<file path="src/rtl/icu_pkg.sv">
package icu_pkg;
  localparam int NUM_SRC  = 3;
  localparam int SRC_IOC  = 0;
  localparam int SRC_DLY  = 1;
  localparam int SRC_ERR  = 2;

  typedef struct packed {
    logic cntReload;
    logic cntDec;
    logic tmrLoad;
    logic tmrStep;
    logic setIoc;
    logic setDly;
    logic setErr;
  } icu_strobe_t;
endpackage

</file>
<file path="src/rtl/icu_ctrl.sv">
module icu_ctrl
  import icu_pkg::*;
#(
  parameter int TMR_W = 8
) (
  input  logic             cplPulse,
  input  logic             errPulse,
  input  logic             ctrlWrite,
  input  logic             tickEn,
  input  logic [TMR_W-1:0] dlyTimeout,
  input  logic             cntLeOne,
  input  logic             tmrIsOne,
  input  logic             tmrNonZero,
  output icu_strobe_t      st
);
  logic dlyNonZero;
  logic timerFire;

  always_comb begin
    dlyNonZero   = |dlyTimeout;
    st.tmrLoad   = cplPulse && dlyNonZero;
    st.tmrStep   = tickEn && tmrNonZero && !st.tmrLoad;
    timerFire    = tickEn && tmrIsOne && !st.tmrLoad;
    st.setDly    = timerFire;
    st.setErr    = errPulse;
    st.setIoc    = cplPulse && !ctrlWrite && cntLeOne;
    st.cntReload = ctrlWrite || (cplPulse && cntLeOne) || (!cplPulse && timerFire);
    st.cntDec    = !ctrlWrite && cplPulse && !cntLeOne;
  end
endmodule

</file>
<file path="src/rtl/icu_datapath.sv">
module icu_datapath
  import icu_pkg::*;
#(
  parameter int CNT_W     = 8,
  parameter int TMR_W     = 8,
  parameter int RST_COUNT = 1
) (
  input  logic               clk,
  input  logic               rstN,
  input  icu_strobe_t        st,
  input  logic [CNT_W-1:0]   cplThresh,
  input  logic [TMR_W-1:0]   dlyTimeout,
  input  logic [NUM_SRC-1:0] irqEnable,
  input  logic [NUM_SRC-1:0] clrPending,
  output logic               cntLeOne,
  output logic               tmrIsOne,
  output logic               tmrNonZero,
  output logic [NUM_SRC-1:0] pending,
  output logic [CNT_W-1:0]   liveCount,
  output logic [TMR_W-1:0]   liveTimer,
  output logic               irqOut
);
  localparam logic [CNT_W-1:0] CNT_ONE  = CNT_W'(1);
  localparam logic [TMR_W-1:0] TMR_ONE  = TMR_W'(1);
  localparam logic [CNT_W-1:0] CNT_INIT = CNT_W'(RST_COUNT);

  logic [CNT_W-1:0]   cntQ;
  logic [TMR_W-1:0]   tmrQ;
  logic [NUM_SRC-1:0] pendQ;
  logic [NUM_SRC-1:0] pendNext;
  logic [NUM_SRC-1:0] setVec;
  logic               irqQ;

  assign setVec = {st.setErr, st.setDly, st.setIoc};

  always_ff @(posedge clk) begin
    if (!rstN)             cntQ <= CNT_INIT;
    else if (st.cntReload) cntQ <= cplThresh;
    else if (st.cntDec)    cntQ <= cntQ - CNT_ONE;
  end

  always_ff @(posedge clk) begin
    if (!rstN)           tmrQ <= '0;
    else if (st.tmrLoad) tmrQ <= dlyTimeout;
    else if (st.tmrStep) tmrQ <= tmrQ - TMR_ONE;
  end

  for (genvar i = 0; i < NUM_SRC; i++) begin : g_pend
    assign pendNext[i] = (pendQ[i] && !clrPending[i]) || setVec[i];

    always_ff @(posedge clk) begin
      if (!rstN) pendQ[i] <= 1'b0;
      else       pendQ[i] <= pendNext[i];
    end


    clear_wins_chk: assert property (@(posedge clk) disable iff (!rstN)
      (clrPending[i] && !setVec[i]) |=> !pending[i]);


    set_wins_chk: assert property (@(posedge clk) disable iff (!rstN)
      setVec[i] |=> pending[i]);
  end

  always_ff @(posedge clk) begin
    if (!rstN) irqQ <= 1'b0;
    else       irqQ <= |(pendNext & irqEnable);
  end

  assign cntLeOne   = (cntQ <= CNT_ONE);
  assign tmrIsOne   = (tmrQ == TMR_ONE);
  assign tmrNonZero = |tmrQ;
  assign pending    = pendQ;
  assign liveCount  = cntQ;
  assign liveTimer  = tmrQ;
  assign irqOut     = irqQ;


  ioc_reload_chk: assert property (@(posedge clk) disable iff (!rstN)
    st.setIoc |=> (liveCount == $past(cplThresh)));


  irq_quiet_chk: assert property (@(posedge clk) disable iff (!rstN)
    (pending == '0) |-> !irqOut);
endmodule

</file>
<file path="src/rtl/icu_coalesce.sv">
module icu_coalesce
  import icu_pkg::*;
#(
  parameter int CNT_W     = 8,
  parameter int TMR_W     = 8,
  parameter int RST_COUNT = 1
) (
  input  logic               clk,
  input  logic               rstN,
  input  logic               cplPulse,
  input  logic               errPulse,
  input  logic               ctrlWrite,
  input  logic [CNT_W-1:0]   cplThresh,
  input  logic [TMR_W-1:0]   dlyTimeout,
  input  logic [NUM_SRC-1:0] irqEnable,
  input  logic [NUM_SRC-1:0] clrPending,
  input  logic               tickEn,
  output logic [NUM_SRC-1:0] pending,
  output logic [CNT_W-1:0]   liveCount,
  output logic [TMR_W-1:0]   liveTimer,
  output logic               irqOut
);
  icu_strobe_t st;
  logic        cntLeOne;
  logic        tmrIsOne;
  logic        tmrNonZero;

  icu_ctrl #(.TMR_W(TMR_W)) u_ctrl (
    .cplPulse   (cplPulse),
    .errPulse   (errPulse),
    .ctrlWrite  (ctrlWrite),
    .tickEn     (tickEn),
    .dlyTimeout (dlyTimeout),
    .cntLeOne   (cntLeOne),
    .tmrIsOne   (tmrIsOne),
    .tmrNonZero (tmrNonZero),
    .st         (st)
  );

  icu_datapath #(.CNT_W(CNT_W), .TMR_W(TMR_W), .RST_COUNT(RST_COUNT)) u_dp (
    .clk        (clk),
    .rstN       (rstN),
    .st         (st),
    .cplThresh  (cplThresh),
    .dlyTimeout (dlyTimeout),
    .irqEnable  (irqEnable),
    .clrPending (clrPending),
    .cntLeOne   (cntLeOne),
    .tmrIsOne   (tmrIsOne),
    .tmrNonZero (tmrNonZero),
    .pending    (pending),
    .liveCount  (liveCount),
    .liveTimer  (liveTimer),
    .irqOut     (irqOut)
  );


  ctrl_reload_chk: assert property (@(posedge clk) disable iff (!rstN)
    ctrlWrite |=> (liveCount == $past(cplThresh)));


  tmr_load_chk: assert property (@(posedge clk) disable iff (!rstN)
    (cplPulse && (dlyTimeout != '0)) |=> (liveTimer == $past(dlyTimeout)));


  tmr_step_chk: assert property (@(posedge clk) disable iff (!rstN)
    (tickEn && !(cplPulse && (dlyTimeout != '0)) && (liveTimer != '0))
      |=> (liveTimer == TMR_W'($past(liveTimer) - 1)));


  err_set_chk: assert property (@(posedge clk) disable iff (!rstN)
    errPulse |=> pending[SRC_ERR]);
endmodule

</file>
<file path="config.mk">
export PLATFORM = sky130hd
export DESIGN_NAME = icu_coalesce
export DESIGN_NICKNAME = d
export VERILOG_FILES = /design/src/rtl/icu_pkg.sv /design/src/rtl/icu_ctrl.sv /design/src/rtl/icu_datapath.sv /design/src/rtl/icu_coalesce.sv
export SDC_FILE = /design/constraint.sdc
export NUM_CORES = 1
export LEC_CHECK = 0
export BUFFER_PORTS_ARGS = -buffer_cell sky130_fd_sc_hd__buf_2
export CORE_MARGIN = 2
export CORE_UTILIZATION = 52
export CTS_BUF_LIST = sky130_fd_sc_hd__clkbuf_16
export CTS_CLUSTER_DIAMETER = 30
export CTS_CLUSTER_SIZE = 10
export DETAILED_ROUTE_END_ITERATION = 7
export GPL_ROUTABILITY_DRIVEN = 0
export GPL_TIMING_DRIVEN = 0
export PLACE_DENSITY_LB_ADDON = 0.08
export SETUP_SLACK_MARGIN = 0.02
export SLEW_MARGIN = 20
export SYNTH_ARGS = -nofsm -noshare
export SYNTH_HDL_FRONTEND = slang
export SYNTH_SLANG_ARGS = --single-unit
</file>
<file path="constraint.sdc">
create_clock -name clk -period 2.6 [get_ports clk]
set_input_delay 0.39 -clock clk [delete_from_list [all_inputs] [get_ports clk]]
set_output_delay 0.39 -clock clk [all_outputs]
set_load 0.1 [all_outputs]
</file>
==> results.yml, run 1 <==
timing:
  worstMarginPinSlew_ns: 0.596
  hold_violations: 0
  fin_tns_setup_ns: 0
  fmax_mhz: 488
  slew_viol_final: 0
  layout_min_cycle_time_ns: 2.05
  relSlewSlack_pct: 59.7
  setup-violations-final: 0
  period_share_pct: 78.8
  skew_ns: 0.00627
  rsz0062_at_grt: "no"
synth:
  synth.net_count: 182
  avgSynthCellArea_sq_um: 8.66
  yosysSeqAreaShare_pct: 31.0
  synth.yosys.warnings: 0
  async_reset_ff_share_pct: 0
  yosysUniqueCellTypes: 47
  synth_edf_count: 0
  synth_ff_type: "dfxtp_1"
  syn_inst: 149
  synth_area_sq_mm: 0.00129
  ys_ff_latch: 20
pwr:
  powerDensity_mw_per_mm2: 699
  internal_power_uw: 665
  seq_power_share_pct: 32.5
  p_switching_uw: 479
  p_comb_share_pct: 40.2
  vdd_drop_max_v: 0.000471
  clkPwrFrac_pct: 27.3
  switching_share_pct: 41.9
  p_leak_nw: 0.698
flow_run:
  max-cap-violations: 0
floorplanning:
  die_area_sq_mm: 0.00289
  die_width_microns: 53.8
  coreArea_sq_mm: 0.00241
  fp-row-count: 18
  initial_core_util_pct: 53.5
  die_h_microns: 53.8
  ios: 48
clock_network:
  clk_pin_slew_worst_paths_ns: 0.05
  cts_resized: 0
  clock_sinks: 20
  cts_buffers: 3
  root_buffer: "clkbuf_16"
  postCtsSetupRepairBufs: 0
  clock_latency_ns: 0.25
  cts_tree: "yes"
  cts_hold_buf: 0
  h-tree-depth: 1
  clk_path_buf_depth: 2
route:
  drtAntennaViolNets: 0
  detail_route.vias_per_cell: 5.93
  routed_wl_microns: 3480
  routed.top_layer: "met4"
  drcViolationCount: 0
  vias: 1358
  first_iter_violations: 27
  avgRoutedWirePerCell_microns: 15.2
  met3_length_microns: 162
  drt-met1-wl_microns: 1490
  wl_met2_microns: 1780
  firstDrtPassIters: 4
cells_and_area:
  fill_cells: 207
  drive_gt1_share_pct: 32.2
  antenna-diode-count: 0
  instances_no_fill: 229
  multiInputGateArea_sq_um: 836
  layout.nets: 234
  seq_area_sq_um: 400
  syn_to_final_growth_pct: 27.0
grt:
  overflow: 0
  antenna_found_initial: 0
  grt_usage_pct: 26.3
  grt_max_degree: 11
  grt_pass1_wl_microns: 5560
  grt_pass1_vias: 1237
place:
  place_hpwl_microns: 2640
  place_inst: 226
  port-buffer-count: 47
worst_setup_path:
  worstPathArrival_ns: 2.22
  critical_path_class: "reg2reg"
  path_cells: "inv_1 -> ha_1 -> nor2_1 -> o31a_1 -> buf_6 -> or2b_1 -> a31oi_1"
  cp_max_fo: 8
  cpMaxStageDelayCell: "dfxtp_1"
  ff2ff_setup_slack_ns: 0.55
  crit_path_max_incr_delay_ns: 0.46
  cp.required_ns: 2.77
  start_kind: "flip-flop"
  end_kind: "flip-flop"
run_status:
  outcome: "complete, no violations"
worst_hold_path:
  min_path_type: "in2reg"
[cells by family (layout without fill, tap and decap cells)]
family	count (synthesis)	count (layout)	share of synthesized area, %
xor gates and xnor gates	6	6	4.07
and+or+nand+nor	56	56	26.7
buffers and inverters	10	60	4.17
muxes	4	4	3.20
AOI/OAI and AO/OA	48	48	26.0
adders and majority gates	5	5	4.85
DFF	20	20	31.0
[cell type report]
class,instances,share of cell area (%)
Timing Repair Buffer,47,14.4
Sequential cell,20,24.4
Inverter,5,1.15
Multi-Input combinational cell,119,51.0
Tap cell,30,2.29
Clock buffer,3,4.58
Buffer,5,2.14
[registers in the layout, summed over array words and instances (netlist names)]
name	flops
u_dp.pending	3
u_dp.irqOut	1
u_dp.liveCount	8
u_dp.liveTimer	8
[cell usage after synthesis, types with 4 or more instances]
library cell	instances	share of area, %
a21oi_1	9	3.5
a32oi_1	4	2.7
dfxtp_1	20	31
ha_1	5	4.8
inv_1	5	1.5
nand2_1	14	4.1
nand3_1	5	1.9
nor2_1	4	1.2
o211ai_1	4	2.3
o21a_1	4	2.3
o21ai_0	10	3.9
o22ai_1	6	2.9
or3_1	6	2.9
xnor2_1	4	2.7
[final timing paths]
kind,from,end,cells past startpoint
min,irqEnable[2],u_dp.irqOut,3
max reg2reg,u_dp.liveCount[0],u_dp.liveCount[1],7
max,u_dp.liveCount[0],u_dp.liveCount[1],7
min reg2reg,u_dp.liveCount[4],u_dp.liveCount[4],2
[cells in the final DEF (no fill, tap or decap), types with 2 or more instances in the layout]
cell type | synthesis | layout
ha_1 | 5 | 5
or3_1 | 6 | 6
nor3b_1 | 2 | 2
a31oi_1 | 2 | 2
nand2_1 | 14 | 14
inv_1 | 5 | 5
clkbuf_1 | 2 | 2
clkbuf_16 | 0 | 3
or2_2 | 2 | 2
buf_6 | 2 | 2
a21oi_1 | 9 | 9
o21a_1 | 4 | 4
xor2_1 | 2 | 2
a32oi_1 | 4 | 4
xnor2_1 | 4 | 4
nand3_1 | 5 | 5
o211ai_1 | 4 | 4
nor2_1 | 4 | 4
nor2b_1 | 3 | 3
nor4_1 | 3 | 3
mux2i_1 | 3 | 3
or4_1 | 3 | 3
o22ai_1 | 6 | 6
dfxtp_1 | 20 | 20
o21ai_0 | 10 | 10
nor4b_1 | 3 | 3
buf_2 | 1 | 48
[worst max-delay path: cells and delay by family (launching register included)]
family | cells | cell delay (ns)
AO/OA/AOI/OAI | 2 | 0.37
flip-flops | 1 | 0.46
adder cells (fa/ha/maj) | 1 | 0.30
AND/OR/NAND/NOR | 2 | 0.57
buffers and inverters | 2 | 0.27
[stage by stage]
step / hold WS, ns / total power [mW] / area [sq um] / setup slack [ns] / util (%)
CTS: 0.374 / 1.14 / 1640 / 0.564 / 68.0
global route: 0.398 / 1.19 / 1640 / 0.423 / 68.0
global placement: 0.476 / 0.828 / 1560 / 0.622 / 64.8
detailed placement: 0.488 / 0.836 / 1560 / 0.580 / 64.8
finish: 0.371 / 1.14 / 1640 / 0.551 / 68.0
floorplan: 0.520 / 0.743 / 1290 / 0.0625 / -
[routing by layer]
layer / GRT usage [%] / vias up
met3: 3.33 / 6
met5: 0 / -
met2: 49.0 / 42
li1: - / 674
met4: 8.97 / 0
met1: 30.3 / 636
[power by group through the flow]
stage                     Clock [mW]  Combinational (mW)  Sequential [mW]
final                          0.313               0.460            0.372
after global routing           0.326               0.490            0.376
after CTS                      0.312               0.460            0.372
after detailed placement           0               0.457            0.378
after global placement             0               0.451            0.377
after floorplan                    0               0.179            0.564
(Power assumes the default switching activity.)
==> inputs of run 2 (changes only) <==
--- a/config.mk
+++ b/config.mk
@@ -5,9 +5,10 @@
 export SDC_FILE = /design/constraint.sdc
 export NUM_CORES = 1
 export LEC_CHECK = 0
+export ABC_AREA = 1
 export BUFFER_PORTS_ARGS = -buffer_cell sky130_fd_sc_hd__buf_2
 export CORE_MARGIN = 2
-export CORE_UTILIZATION = 52
+export CORE_UTILIZATION = 45
 export CTS_BUF_LIST = sky130_fd_sc_hd__clkbuf_16
 export CTS_CLUSTER_DIAMETER = 30
 export CTS_CLUSTER_SIZE = 10
==> constraint.sdc (replaced) <==
create_clock -name clk -period 1.76 [get_ports clk]
set_input_delay 0.264 -clock clk [delete_from_list [all_inputs] [get_ports clk]]
set_output_delay 0.264 -clock clk [all_outputs]
set_load 0.1 [all_outputs]
==> run 2 against run 1 <==
Combinational power increased by 47%. Wire length decreased by 2.6%. Sequential power grew 47%. Synthesized cell count up 54%. Sequential cell count stayed put. Clock skew fell by 0.0014 ns. Largest cell class unchanged. Total power rose by 48%.
==> results.yml, run 2 <==
grt:
  globalRouteMet2Util_pct: 29.0
  grt_pass1_vias: 1266
  busiest_layer: "met1"
  antenna_found_initial: 0
  grt_pass1_wl_microns: 5680
  overflow: 0
  grt_usage_pct: 20.3
  use_met3_pct: 2.77
  grt_max_degree: 12
  use_met1_pct: 31.1
floorplanning:
  die_width_microns: 60.6
  fp-row-count: 20
  coreArea_sq_mm: 0.00305
  initial_core_util_pct: 47.2
  die_area_sq_mm: 0.00367
  ios: 48
  die_h_microns: 60.6
worst_setup_path:
  cpMaxStageDelayCell: "dfxtp_4"
  path_cells: "inv_1 -> ha_1 -> inv_1 -> nand2_1 -> nand2_2 -> nor2_1 -> nor2_2 -> nand3_1 -> a21oi_1"
  worstPathArrival_ns: 1.72
  ff2ff_setup_slack_ns: 0.21
  end_kind: "flip-flop"
  cp.required_ns: 1.93
  r2r_cells: 9
  timing.rr.start: "u_dp.liveCount[0]"
  start_kind: "flip-flop"
  cp_max_fo: 6
  cpMostUsedCell: "inv_1"
  critical_path_class: "reg2reg"
  crit_path_max_incr_delay_ns: 0.36
  timing.rr.end: "u_dp.liveCount[5]"
cells_and_area:
  antenna-diode-count: 0
  syn_to_final_growth_pct: 27.4
  stdcell_area_sq_mm: 0.00184
  drive_gt1_share_pct: 31.3
  layout_common_cells: "nand2_1, buf_2, inv_1"
  final_common_cell: "nand2_1"
  fill_cells: 337
  layout.nets: 315
timing:
  rsz0062_at_grt: "no"
  skew_ns: 0.00487
  fin_tns_setup_ns: 0
  layout_min_cycle_time_ns: 1.55
  relSlewSlack_pct: 67.7
  hold_violations: 0
  slew_viol_final: 0
  worstMarginPinSlew_ns: 0.487
  fmax_mhz: 644
  setup-violations-final: 0
  period_share_pct: 88.2
synth:
  syn_inst: 230
  synthTopCellsByArea: "dfxtp_1, nand2_1, nand3_1"
  synth_top_area_share_pct: 27.8
  synth_commonest_cells: "nand2_1, inv_1, nand3_1"
  synth.yosys.warnings: 0
  synth.net_count: 263
  yosysUniqueCellTypes: 27
  async_reset_ff_share_pct: 0
  ys_ff_latch: 20
  avgSynthCellArea_sq_um: 6.27
  yosysTopAreaCell: "dfxtp_1"
  yosysSeqAreaShare_pct: 27.8
  synth_area_sq_mm: 0.00144
  synth_edf_count: 0
  synth_ff_type: "dfxtp_1"
  synth_most_common_cell: "nand2_1"
route:
  drcViolationCount: 0
  drtAntennaViolNets: 0
  first_iter_violations: 57
  vias: 1536
  avgRoutedWirePerCell_microns: 10.4
  firstDrtPassIters: 4
  detail_route.vias_per_cell: 4.73
  routed_wl_microns: 3390
clock_network:
  root_buffer: "clkbuf_16"
  clock_sinks: 20
  cts_resized: 0
  clk_path_buf_depth: 2
  clk_pin_slew_worst_paths_ns: 0.06
  cts_buffers: 3
  cts_hold_buf: 0
  postCtsSetupRepairBufs: 0
  h-tree-depth: 1
  clock_latency_ns: 0.25
  cts_tree: "yes"
worst_hold_path:
  hold_path_end: "u_dp.irqOut"
  min_path_type: "in2reg"
  holdCritStartpoint: "irqEnable[1]"
  hold_depth: 3
pwr:
  powerDensity_mw_per_mm2: 923
  vdd_drop_max_v: 0.000411
  p_leak_nw: 1.02
run_status:
  outcome: "complete, no violations"
flow_run:
  max-cap-violations: 0
place:
  place_hpwl_microns: 2590
  port-buffer-count: 47
  placed_area_sq_mm: 0.00176
run 2: cell families (layout without fill, tap and decap cells):
| logic type | Yosys count | in the layout | share of synthesized area [%] |
|---|---|---|---|
| compound gates | 22 | 22 | 9.90 |
| xor+xnor | 4 | 4 | 2.43 |
| fa+ha+maj | 5 | 5 | 4.34 |
| buf+inv | 41 | 92 | 11.8 |
| flops | 20 | 20 | 27.8 |
| simple gates | 138 | 138 | 43.7 |
run 2: layout make-up:
type | count | area (sq um) | share of cell area [%]
well taps | 44 | 55.1 | 3.00
inverters | 37 | 139 | 7.56
clock inverters | 1 | 3.75 | 0.204
flip-flops and latches | 20 | 424 | 23.1
multi-input cells | 169 | 873 | 47.5
clock buffers | 3 | 75.1 | 4.09
plain buffers | 4 | 31.3 | 1.70
repair buffers | 47 | 235 | 12.8
run 2: worst max path at each step:
stage | from | end | cells after the start
global route | u_dp.liveCount[0] | u_dp.liveCount[5] | 9
finish | u_dp.liveCount[0] | u_dp.liveCount[5] | 9
detailed placement | u_dp.liveCount[0] | u_dp.liveCount[4] | 11
floorplan | u_dp.liveCount[6] | u_dp.liveCount[4] | 8
CTS | u_dp.liveCount[0] | u_dp.liveCount[4] | 11
global placement | u_dp.liveCount[0] | u_dp.liveCount[4] | 11
run 2: routing by layer:
layer	vias up	part of all wire, %
li1	828	-
met4	0	1.1
met5	-	0
met2	35	41
met1	668	53
met3	5	4.9
run 2: metrics by stage:
| step | std cells | total power, mW | hold WS (ns) | setup slack (ns) | util (%) |
|---|---|---|---|---|---|
| 2_1_floorplan | 230 | 1.10 | 0.367 | -0.00103 | - |
| 3_3_place_gp | 321 | 1.22 | 0.460 | 0.208 | 57.5 |
| 3_5_place_dp | 321 | 1.22 | 0.461 | 0.204 | 57.5 |
| 4_1_cts | 325 | 1.70 | 0.205 | 0.186 | 60.1 |
| 5_1_grt | 325 | 1.80 | 0.211 | 0.0327 | 60.2 |
| 6_report | 325 | 1.70 | 0.204 | 0.208 | 60.2 |
run 2: worst max-delay path, delay by kind of cell, from the launching register on:
kind	cells	cell delay [ns]
compound gates	1	0.17
fa+ha+maj	1	0.24
buf+inv	2	0.13
flops	1	0.36
simple gates	5	0.56
run 2: power by group:
part	total (mW)	switching, mW	internal, mW
clock	0.477	0.174	0.303
combinational	0.674	0.501	0.173
sequential	0.545	0.0479	0.497
==> inputs of run 3 (changes only) <==
--- a/config.mk
+++ b/config.mk
@@ -7,7 +7,6 @@
 export LEC_CHECK = 0
 export ABC_AREA = 1
 export BUFFER_PORTS_ARGS = -buffer_cell sky130_fd_sc_hd__buf_2
-export CORE_MARGIN = 2
 export CORE_UTILIZATION = 45
 export CTS_BUF_LIST = sky130_fd_sc_hd__clkbuf_16
 export CTS_CLUSTER_DIAMETER = 30
==> run 3 against run 2 <==
First-iteration DRC count fell by 3.5%. Final area rose by 1.3%. Global-route usage fell by 0.17 points. Worst hold slack got worse by 0.0042 ns. Utilization rose by 0.78 points. Clock skew barely moved. Highest routed layer unchanged. Combinational power barely moved. Via count fell by 0.33%. Final cell count did not move. Largest power group unchanged.
==> results.yml, run 3 (synthesis results as in run 2) <==
run_status:
  outcome: "complete, no violations"
timing:
  slew_viol_final: 0
  skew_ns: 0.00509
  fmax_mhz: 638
  relSlewSlack_pct: 67.8
  setup-violations-final: 0
  worstMarginPinSlew_ns: 0.487
  rsz0062_at_grt: "no"
  hold_violations: 0
  period_share_pct: 89.0
  layout_min_cycle_time_ns: 1.57
route:
  first_iter_violations: 55
  firstDrtPassIters: 4
  vias: 1531
  detail_route.vias_per_cell: 4.71
  routed_wl_microns: 3280
  drcViolationCount: 0
  drtAntennaViolNets: 0
  avgRoutedWirePerCell_microns: 10.1
place:
  place_inst: 321
  place_hpwl_microns: 2490
  placed_area_sq_mm: 0.00176
  port-buffer-count: 47
grt:
  grt_pass1_wl_microns: 5320
  grt_max_degree: 13
  grt_pass1_vias: 1234
  grt_usage_pct: 20.1
  overflow: 0
  antenna_found_initial: 0
clock_network:
  cts_tree: "yes"
  cts_buffers: 3
  postCtsSetupRepairBufs: 0
  h-tree-depth: 1
  cts_hold_buf: 0
  clock_sinks: 20
  clk_pin_slew_worst_paths_ns: 0.06
  clock_latency_ns: 0.25
  clk_path_buf_depth: 2
  root_buffer: "clkbuf_16"
  cts_resized: 0
worst_setup_path:
  timing.rr.start: "u_dp.liveCount[0]"
  crit_path_max_incr_delay_ns: 0.36
  cp_max_fo: 6
  path_cells: "inv_1 -> ha_1 -> inv_1 -> nand2_1 -> nand2_1 -> nor2_1 -> nor2_2 -> o21ai_0 -> nand3_1 -> nand2_1 -> inv_1"
  worstPathArrival_ns: 1.76
  critical_path_class: "reg2reg"
  start_kind: "flip-flop"
  cpMaxStageDelayCell: "dfxtp_4"
  cp.required_ns: 1.96
  critPathLaunch: "u_dp.liveCount[0]"
  path_buf_inv: 3
  cp_top_family: "simple AND/OR/NAND/NOR gates"
  end_kind: "flip-flop"
floorplanning:
  ios: 48
  initial_core_util_pct: 47.2
  die_area_sq_mm: 0.00343
  coreArea_sq_mm: 0.00305
  die_width_microns: 58.6
  fp-row-count: 20
  die_h_microns: 58.6
pwr:
  p_leak_nw: 1.03
  vdd_drop_max_v: 0.000481
  powerDensity_mw_per_mm2: 992
  power_mw: 1.85
cells_and_area:
  final_common_cell: "nand2_1"
  layout_common_cells: "nand2_1, buf_2, inv_1"
  instances_no_fill: 325
  fill_cells: 319
  stdcell_area_sq_mm: 0.00186
  layout.nets: 315
  antenna-diode-count: 0
  drive_gt1_share_pct: 31.3
  syn_to_final_growth_pct: 29.1
worst_hold_path:
  holdCritStartpoint: "irqEnable[1]"
  min_path_type: "in2reg"
flow_run:
  max-cap-violations: 0
-- run 3: metrics by stage --
step	setup slack, ns	TNS (ns)	hold slack [ns]	util [%]
after CTS	0.176	0	0.195	60.9
after global placement	0.206	0	0.460	57.5
after floorplan	-0.00103	-0.00103	0.367	-
final	0.193	0	0.199	60.9
after global routing	0.0267	0	0.216	60.9
after detailed placement	0.200	0	0.454	57.5
-- run 3: final timing paths --
kind | end | slack [ns] | depth (start not counted)
setup / recovery | u_dp.liveCount[4] | 0.19 | 11
hold / removal | u_dp.irqOut | 0.20 | 3
setup reg to reg | u_dp.liveCount[4] | 0.19 | 11
hold reg to reg | u_dp.pending[1] | 0.49 | 2
-- run 3: cell type report --
type                       instances  area [sq um]  share of cell area [%]
tap                               44          55.1                    2.96
clock buffer                       3          75.1                    4.03
multi-input combinational        169           871                    46.8
clock inverter                     1          30.0                    1.61
inverter                          37           139                    7.46
buffer                             4          31.3                    1.68
sequential                        20           424                    22.8
timing repair buffer              47           235                    12.6
-- run 3: power by group --
part	internal, mW	switching, mW	total [mW]	leakage [nW]
Combinational	0.172	0.499	0.671	0.806
Clock	0.451	0.179	0.631	0.0511
Sequential	0.497	0.0477	0.544	0.170
Total	1.12	0.726	1.85	1.03
-- run 3: layer usage --
metal	global-route usage, %	routed length (microns)
met4	7.48	31
met1	29.0	1710
met2	30.0	1320
met5	0	0
met3	3.30	206
-- run 3: worst reg2reg max path: cells and delay by family, from the launching register on --
family	cells	cell delay, ns
AND/OR/NAND/NOR	6	0.60
adder cells (fa/ha/maj)	1	0.24
buffers and inverters	3	0.18
flip-flops	1	0.36
AO/OA/AOI/OAI	1	0.14
